`src/rtl/ovf_timer.sv`:
```
module ovf_timer #(
  parameter int CW = 8
) (
  input  logic          clk,
  input  logic          rst_n,
  input  logic          wr_cnt,
  input  logic          wr_ctl,
  input  logic [CW-1:0] wdata,
  input  logic          tap_div8,
  input  logic          tap_div64,
  input  logic          tap_div256,
  input  logic          tap_div1024,
  input  logic          ext_pin,
  input  logic          irq_ack,
  output logic [CW-1:0] cnt_o,
  output logic [2:0]    sel_o,
  output logic          ien_o,
  output logic          ovf_flag,
  output logic          irq
);
  localparam logic [CW-1:0] CMAX = {CW{1'b1}};

  logic [2:0] pin_q;
  logic       pin_rise, pin_fall, tick, wrap;

  always_ff @(posedge clk) begin
    if (!rst_n) pin_q <= '0;
    else        pin_q <= {pin_q[1:0], ext_pin};
  end

  assign pin_rise = pin_q[1] & ~pin_q[2];
  assign pin_fall = ~pin_q[1] & pin_q[2];

  always_comb begin
    case (sel_o)
      3'd1:    tick = 1'b1;
      3'd2:    tick = tap_div8;
      3'd3:    tick = tap_div64;
      3'd4:    tick = tap_div256;
      3'd5:    tick = tap_div1024;
      3'd6:    tick = pin_fall;
      3'd7:    tick = pin_rise;
      default: tick = 1'b0;
    endcase
  end

  assign wrap = tick & ~wr_cnt & (cnt_o == CMAX);

  always_ff @(posedge clk) begin
    if (!rst_n)      cnt_o <= '0;
    else if (wr_cnt) cnt_o <= wdata;
    else if (tick)   cnt_o <= cnt_o + 1'b1;
  end

  always_ff @(posedge clk) begin
    if (!rst_n) begin
      sel_o <= '0;
      ien_o <= 1'b0;
    end else if (wr_ctl) begin
      sel_o <= wdata[2:0];
      ien_o <= wdata[3];
    end
  end

  always_ff @(posedge clk) begin
    if (!rst_n) ovf_flag <= 1'b0;
    else        ovf_flag <= wrap | (ovf_flag & ~irq_ack);
  end

  assign irq = ovf_flag & ien_o;
endmodule

```
`config.mk`:
```
export PLATFORM = sky130hd
export DESIGN_NAME = ovf_timer
export DESIGN_NICKNAME = d
export VERILOG_FILES = /design/src/rtl/ovf_timer.sv
export SDC_FILE = /design/constraint.sdc
export NUM_CORES = 1
export LEC_CHECK = 0
export BUFFER_PORTS_ARGS = -buffer_cell sky130_fd_sc_hd__buf_2
export CORE_MARGIN = 4
export CORE_UTILIZATION = 46
export CTS_CLUSTER_DIAMETER = 80
export CTS_CLUSTER_SIZE = 14
export DETAILED_ROUTE_END_ITERATION = 6
export GPL_TIMING_DRIVEN = 0
export PLACE_DENSITY = 0.86
export SETUP_SLACK_MARGIN = 0.4
export SLEW_MARGIN = 20
export SYNTH_ARGS = -nofsm -noshare
export SYNTH_HDL_FRONTEND = slang
export SYNTH_SLANG_ARGS = --single-unit
```
`constraint.sdc`:
```
create_clock -name clk -period 2.1 [get_ports clk]
set_clock_uncertainty 0.15 [all_clocks]
set_input_delay 0.63 -clock clk [delete_from_list [all_inputs] [get_ports clk]]
set_output_delay 0.63 -clock clk [all_outputs]
set_load 0.05 [all_outputs]
```
==> results of run 1 <==
[sequential cells by signal (all words and copies together), names as in the netlist]
signal,count
cnt_o,8
ien_o,1
ovf_flag,1
pin_q,3
sel_o,3
[final cells by class]
type | instances | area, sq um
multi-input cells | 67 | 483
fillers | 116 | 435
flip-flops and latches | 16 | 337
repair buffers | 34 | 239
clock buffers | 3 | 22.5
well taps | 16 | 20.0
plain buffers | 3 | 11.3
inverters | 3 | 11.3
[cell families (layout without fill, tap and decap cells)]
logic type      Yosys count  in the layout  share of synthesized area (%)
fa+ha+maj                 1              1                           1.58
xor+xnor                  5              5                           5.53
compound gates           25             25                           20.4
flops                    16             16                           40.4
mux                       6              6                           7.74
buf+inv                   6             43                           2.84
simple gates             30             30                           21.5
[through the flow]
stage	setup TNS (ns)	std cells	utilization, %
after floorplan	0	89	-
after global placement	0	135	64.3
after detailed placement	-0.00700	135	64.3
after CTS	0	141	69.7
after global routing	0	142	72.1
final	0	142	72.1
[metal layers]
layer / up-vias / GRT usage [%] / part of all wire, %
li1: 397 / - / -
met1: 377 / 21.4 / 42
met2: 36 / 28.8 / 49
met3: 4 / 3.61 / 7.3
met4: 0 / 10.1 / 1.4
met5: - / 0 / 0
[worst paths after layout]
kind	from	end	slack [ns]	depth (start not counted)
setup / recovery	tap_div1024	cnt_o[5]$_SDFFE_PN0P_	0.29	6
hold / removal	pin_q[0]$_SDFF_PN0_	pin_q[1]$_SDFF_PN0_	0.30	1
setup reg to reg	sel_o[1]$_SDFFE_PN0P_	cnt_o[5]$_SDFFE_PN0P_	0.29	5
hold reg to reg	pin_q[0]$_SDFF_PN0_	pin_q[1]$_SDFF_PN0_	0.30	1
[what timing repair did]
| item | 4_1_cts | 5_1_grt |
|---|---|---|
| pin swaps | 2 | 1 |
| gates resized for setup | 15 | 10 |
| setup endpoints to repair | 12 | 18 |
| setup buffers | 3 | 1 |
[cells in the final DEF, fill, tap and decap left out, drive strengths merged, types with 2 or more instances in the layout]
cell     n
buf     31
dfxtp   16
clkbuf   9
a21oi    8
o21ai    8
nand3    7
xnor2    5
mux2i    5
and2     5
nor2b    4
nand2    4
inv      3
nand3b   2
a211oi   2
nand2b   2
nor3b    2
[power by group]
group	switching [W]	leakage (nW)	internal [W]	total, W
combinational	0.000106	0.311	0.0000737	0.000180
sequential	0.0000249	0.136	0.000324	0.000349
clock	0.0000872	0.0138	0.0000665	0.000154
total	0.000218	0.461	0.000464	0.000682
==> run_results.csv, run 1 <==
group,metric,value,unit
critical_path,crit_path_cell_trace,"buf_2, nand2b_4, a311o_2, a21boi_2, mux2_4, a211oi_2",
logic_synthesis,synth_enable_flop_cells,0,
floorplanning,design.die.area,0.00245,sq mm
run,count_of_maximum_capacitance_violations,0,
clocking,cts_hold_repair.buffers,0,
layout,stdcell_area,0.00112,sq mm
global_route,antenna_found_initial,0,
logic_synthesis,mappedNetlistNets,108,
routing,ant_nets,0,
global_route,grt.total_usage,17.7,%
clocking,clock-root-buffer,"clkbuf_4",
timing,worst_slack_setup_final,0.290,ns
critical_path,crit_family,"compound AO/OA/AOI/OAI gates",
logic_synthesis,synth_warnings,0,
global_route,grt.overflow.total,0,
clocking,numCtsBuffers,3,
layout,diodes,0,
logic_synthesis,yosysMostFrequentCell,"dfxtp_1",
layout,areaGrowthSynthToFinish,41.9,%
logic_synthesis,mappedNetlistArea,792,sq um
place,dpl.hpwl,1.50,mm
critical_path,worst_setup_path_start_kind,"input pin",
timing,fmax,0.552,GHz
clocking,clock_tree_sinks,16,
critical_path,timing.critical_path.slowest_cell_delay,0.42,ns
timing,timing.hold.ws,0.296,ns
logic_synthesis,ys_top_cells_by_count,"dfxtp_1, a21oi_1, o21ai_0, nand3_1",
critical_path,critPathBufInv,1,
routing,avgViaCountPerCell,5.73,
logic_synthesis,netlist-cell-type-count,29,
clocking,worst_skew_pair_latency,0.28,ns
floorplanning,die_h,49.5,um
logic_synthesis,synth_async_sr_flop_share,0,%
routing,route.detailed.wl_per_inst,14.6,um
timing,worst_slew_margin_rel,73.6,%
logic_synthesis,syn-mean-instance-area,8.90,sq um
timing,final-max-slew-violation-count,0,
routing,total_iterations_of_the_first_detailed_routing_run,4,
logic_synthesis,postSynthRegisterBits,16,
hold_path,holdCritPathClass,"register to register",
power_and_ir_drop,static-leakage-power,0.461,nW
floorplanning,start_util,50.8,%
logic_synthesis,post_synth_main_area_contributors,"dfxtp_1, mux2i_1, xnor2_1",
logic_synthesis,synth_top_area_share,40.4,%
power_and_ir_drop,design_power_total,0.000682,W
clocking,tritoncts,"built",
logic_synthesis,postSynth.topFlopCell,"dfxtp_1",
logic_synthesis,synth_top_area_cell,"dfxtp_1",
critical_path,critical_path_arrival,1.86,ns
clocking,clkTransAtPathRegs,0.09,ns
logic_synthesis,postSynthCellCount,89,
routing,drt_iter0_drc,29,
clocking,clock_tree.htree_level_count,1,
power_and_ir_drop,vdd_ir_drop_max,0.000442,V
place,dp_worst_setup_slack,-0.00700,ns
place,gp_congestion,0.795,
routing,postRouteWirelength,2.07,mm
routing,drt_drc_violations_left,0,
global_route,grt_pass1_vias,746,
critical_path,critPathSlowestCell,"a311o_2",
critical_path,cp.required,2.15,ns
timing,setup_viol,0,
place,port_buffers,30,
layout,final_nets,147,
place,post_dp_cell_area,0.00100,sq mm
critical_path,critical_path_peak_fanout,5,
logic_synthesis,yosysSeqAreaShare,40.4,%
critical_path,criticalPathCategory,"input pin to register",
timing,layout_worst_path_cycle_share,86.2,%
floorplanning,num_io_pins,32,
timing,finalHoldViolCount,0,
timing,unrepaired_setup_endpoints_after_global_routing,"yes",
floorplanning,die_w,49.5,um
layout,drive_above_1_share,46.8,%
clocking,clock_tree.buffer_depth,2,
floorplanning,core.rowCount,14,
status,run_status,"finished clean",
critical_path,kind_of_end_point_of_the_critical_path,"register",
floorplanning,fp.coreArea,0.00156,sq mm
power_and_ir_drop,power.density_cell_area,607,mW/mm^2
routing,vias,814,
global_route,grt_first_pass_wirelength,3.32,mm
timing,timing_worst_slew_pin_value,0.396,ns
global_route,grt_max_degree,11,
timing,layout_min_cycle_time,1.81,ns
Note: power is estimated with default switching activity, not from simulation.
==> run 2, diff against run 1 <==
- CORE_ASPECT_RATIO: not set -> 0.8
==> run_results.csv, run 2 (synthesis gave the netlist of run 1 again) <==
group,metric,value,unit
power_and_ir_drop,design_power_total,0.000740,W
timing,unrepaired_setup_endpoints_after_global_routing,"yes",
critical_path,critPathBufInv,0,
run,count_of_maximum_capacitance_violations,0,
place,port_buffers,30,
critical_path,critical_path_arrival,1.87,ns
floorplanning,num_io_pins,32,
routing,route.detailed.wl_per_inst,14.0,um
clocking,clock_tree.htree_level_count,1,
floorplanning,die_w,54.4,um
clocking,tritoncts,"built",
critical_path,crit_family,"compound AO/OA/AOI/OAI gates",
routing,total_iterations_of_the_first_detailed_routing_run,4,
timing,layout_worst_path_cycle_share,85.4,%
routing,drt_iter0_drc,9,
clocking,clock_tree.buffer_depth,2,
global_route,grt_pass1_vias,654,
status,run_status,"finished clean",
routing,ant_nets,0,
clocking,clkTransAtPathRegs,0.10,ns
critical_path,critical_path_peak_fanout,7,
critical_path,criticalPathCategory,"register to register",
power_and_ir_drop,combPwrFrac,24.3,%
routing,vias,754,
global_route,grt_max_degree,11,
clocking,numCtsBuffers,3,
floorplanning,fp.coreArea,0.00163,sq mm
layout,areaGrowthSynthToFinish,44.4,%
critical_path,worst_r2r_path_depth,5,
critical_path,kind_of_end_point_of_the_critical_path,"register",
timing,final-max-slew-violation-count,0,
clocking,worst_skew_pair_latency,0.29,ns
power_and_ir_drop,cell_internal_pwr,0.000504,W
hold_path,whs_endpoint,"pin_q[1]$_SDFF_PN0_",
floorplanning,die_h,45.1,um
layout,multi_input_comb_area,489,sq um
clocking,cts_hold_repair.buffers,0,
global_route,grt_first_pass_wirelength,3.05,mm
timing,layout_min_cycle_time,1.79,ns
layout,top_register,"cnt_o",
global_route,antenna_found_initial,0,
place,post_dp_cell_area,0.00101,sq mm
clocking,clock-root-buffer,"clkbuf_4",
layout,largestRegisters,"cnt_o x8, pin_q x3, sel_o x3",
critical_path,reg2reg_setup_slack,0.31,ns
critical_path,crit-reg2reg-launch,"sel_o[1]$_SDFFE_PN0P_",
power_and_ir_drop,sequentialPowerShare,47.4,%
critical_path,timing.critical_path.slowest_cell_delay,0.43,ns
power_and_ir_drop,power.switching_fraction,31.9,%
hold_path,min_delay_path_depth,1,
timing,finalHoldViolCount,0,
power_and_ir_drop,vdd_ir_drop_max,0.000522,V
critical_path,crit_path_cell_trace,"nand2b_4, a311o_2, a21boi_4, mux2_4, a211oi_2",
timing,finalSetupTns,0,ns
layout,diodes,0,
power_and_ir_drop,clock_power_share,28.3,%
routing,avgViaCountPerCell,5.16,
layout,stdcell_area,0.00114,sq mm
hold_path,holdCritPathClass,"register to register",
timing,setup_viol,0,
power_and_ir_drop,power.density_cell_area,647,mW/mm^2
floorplanning,start_util,48.7,%
hold_path,hold_start,"pin_q[0]$_SDFF_PN0_",
layout,layout.cells.most_common,"buf_2",
layout,mostFrequentLayoutCells,"buf_2, dfxtp_2, o21ai_0, buf_6",
layout,ff_latch_area,338,sq um
layout,final_nets,144,
critical_path,critPathSlowestCell,"a311o_2",
routing,drt_drc_violations_left,0,
place,gp_congestion,0.823,
floorplanning,core.rowCount,13,
timing,timing_worst_slew_pin_value,0.376,ns
timing,worst_slew_margin_rel,74.9,%
timing,timing.hold.ws,0.296,ns
global_route,grt.total_usage,17.5,%
timing,fmax,0.558,GHz
critical_path,cp.required,2.17,ns
power_and_ir_drop,static-leakage-power,0.460,nW
critical_path,r2r_end,"cnt_o[5]$_SDFFE_PN0P_",
global_route,grt.overflow.total,0,
layout,drive_above_1_share,46.8,%
critical_path,worst_setup_path_start_kind,"register",
layout,n_fill_cell,134,
routing,postRouteWirelength,2.04,mm
place,dpl.hpwl,1.47,mm
clocking,clock_tree_sinks,16,
power_and_ir_drop,sw_pwr,0.000236,W
floorplanning,design.die.area,0.00245,sq mm
layout,largest_register_ffs,8,
## run 2: cell count changes in the layout (fill, tap and decap cells not counted), sizes merged
cell	change
buf	-2
## run 2: area by class of cell
cell class | count | share of cell area (%)
Multi-Input combinational cell | 67 | 42.8
Timing Repair Buffer | 31 | 20.1
Inverter | 3 | 0.985
Tap cell | 22 | 2.41
Sequential cell | 16 | 29.5
Buffer | 3 | 0.985
Clock buffer | 4 | 3.17
## run 2: stage by stage
step	cells	setup WS [ns]	utilization, %
CTS	146	0.305	67.7
detailed placement	141	-0.0192	62.1
floorplan	89	0.192	-
global placement	141	0.00817	62.1
finish	146	0.307	70.3
global route	146	0.252	70.3
## run 2: worst max path at each step
| stage | to | from | cells after the start | slack [ns] |
|---|---|---|---|---|
| after CTS | cnt_o[5]$_SDFFE_PN0P_ | sel_o[1]$_SDFFE_PN0P_ | 5 | 0.31 |
| after floorplan | cnt_o[5]$_SDFFE_PN0P_ | tap_div1024 | 5 | 0.19 |
| after global routing | cnt_o[5]$_SDFFE_PN0P_ | pin_q[2]$_SDFF_PN0_ | 5 | 0.25 |
| final | cnt_o[5]$_SDFFE_PN0P_ | sel_o[1]$_SDFFE_PN0P_ | 5 | 0.31 |
| after detailed placement | cnt_o[5]$_SDFFE_PN0P_ | tap_div1024 | 6 | -0.02 |
| after global placement | cnt_o[5]$_SDFFE_PN0P_ | tap_div1024 | 6 | 0.008 |
## run 2: power groups by stage
stage               clock network [W]  logic (W)  registers [W]
floorplan                           0  0.0000599       0.000405
global placement                    0   0.000157       0.000352
detailed placement                  0   0.000160       0.000354
CTS                          0.000214   0.000172       0.000348
global route                 0.000227   0.000191       0.000353
finish                       0.000209   0.000180       0.000350
## run 2: what timing repair did
action,CTS,global route
pin swaps,3,0
resized for setup,16,15
cloned,0,0
buffers inserted,1,0
endpoints found under the setup margin,14,18
## run 2: per-layer routing
metal	wire, um	GRT usage [%]
met2	915	23.9
met3	156	7.92
met1	967	26.1
met4	0	1.49
met5	0	0
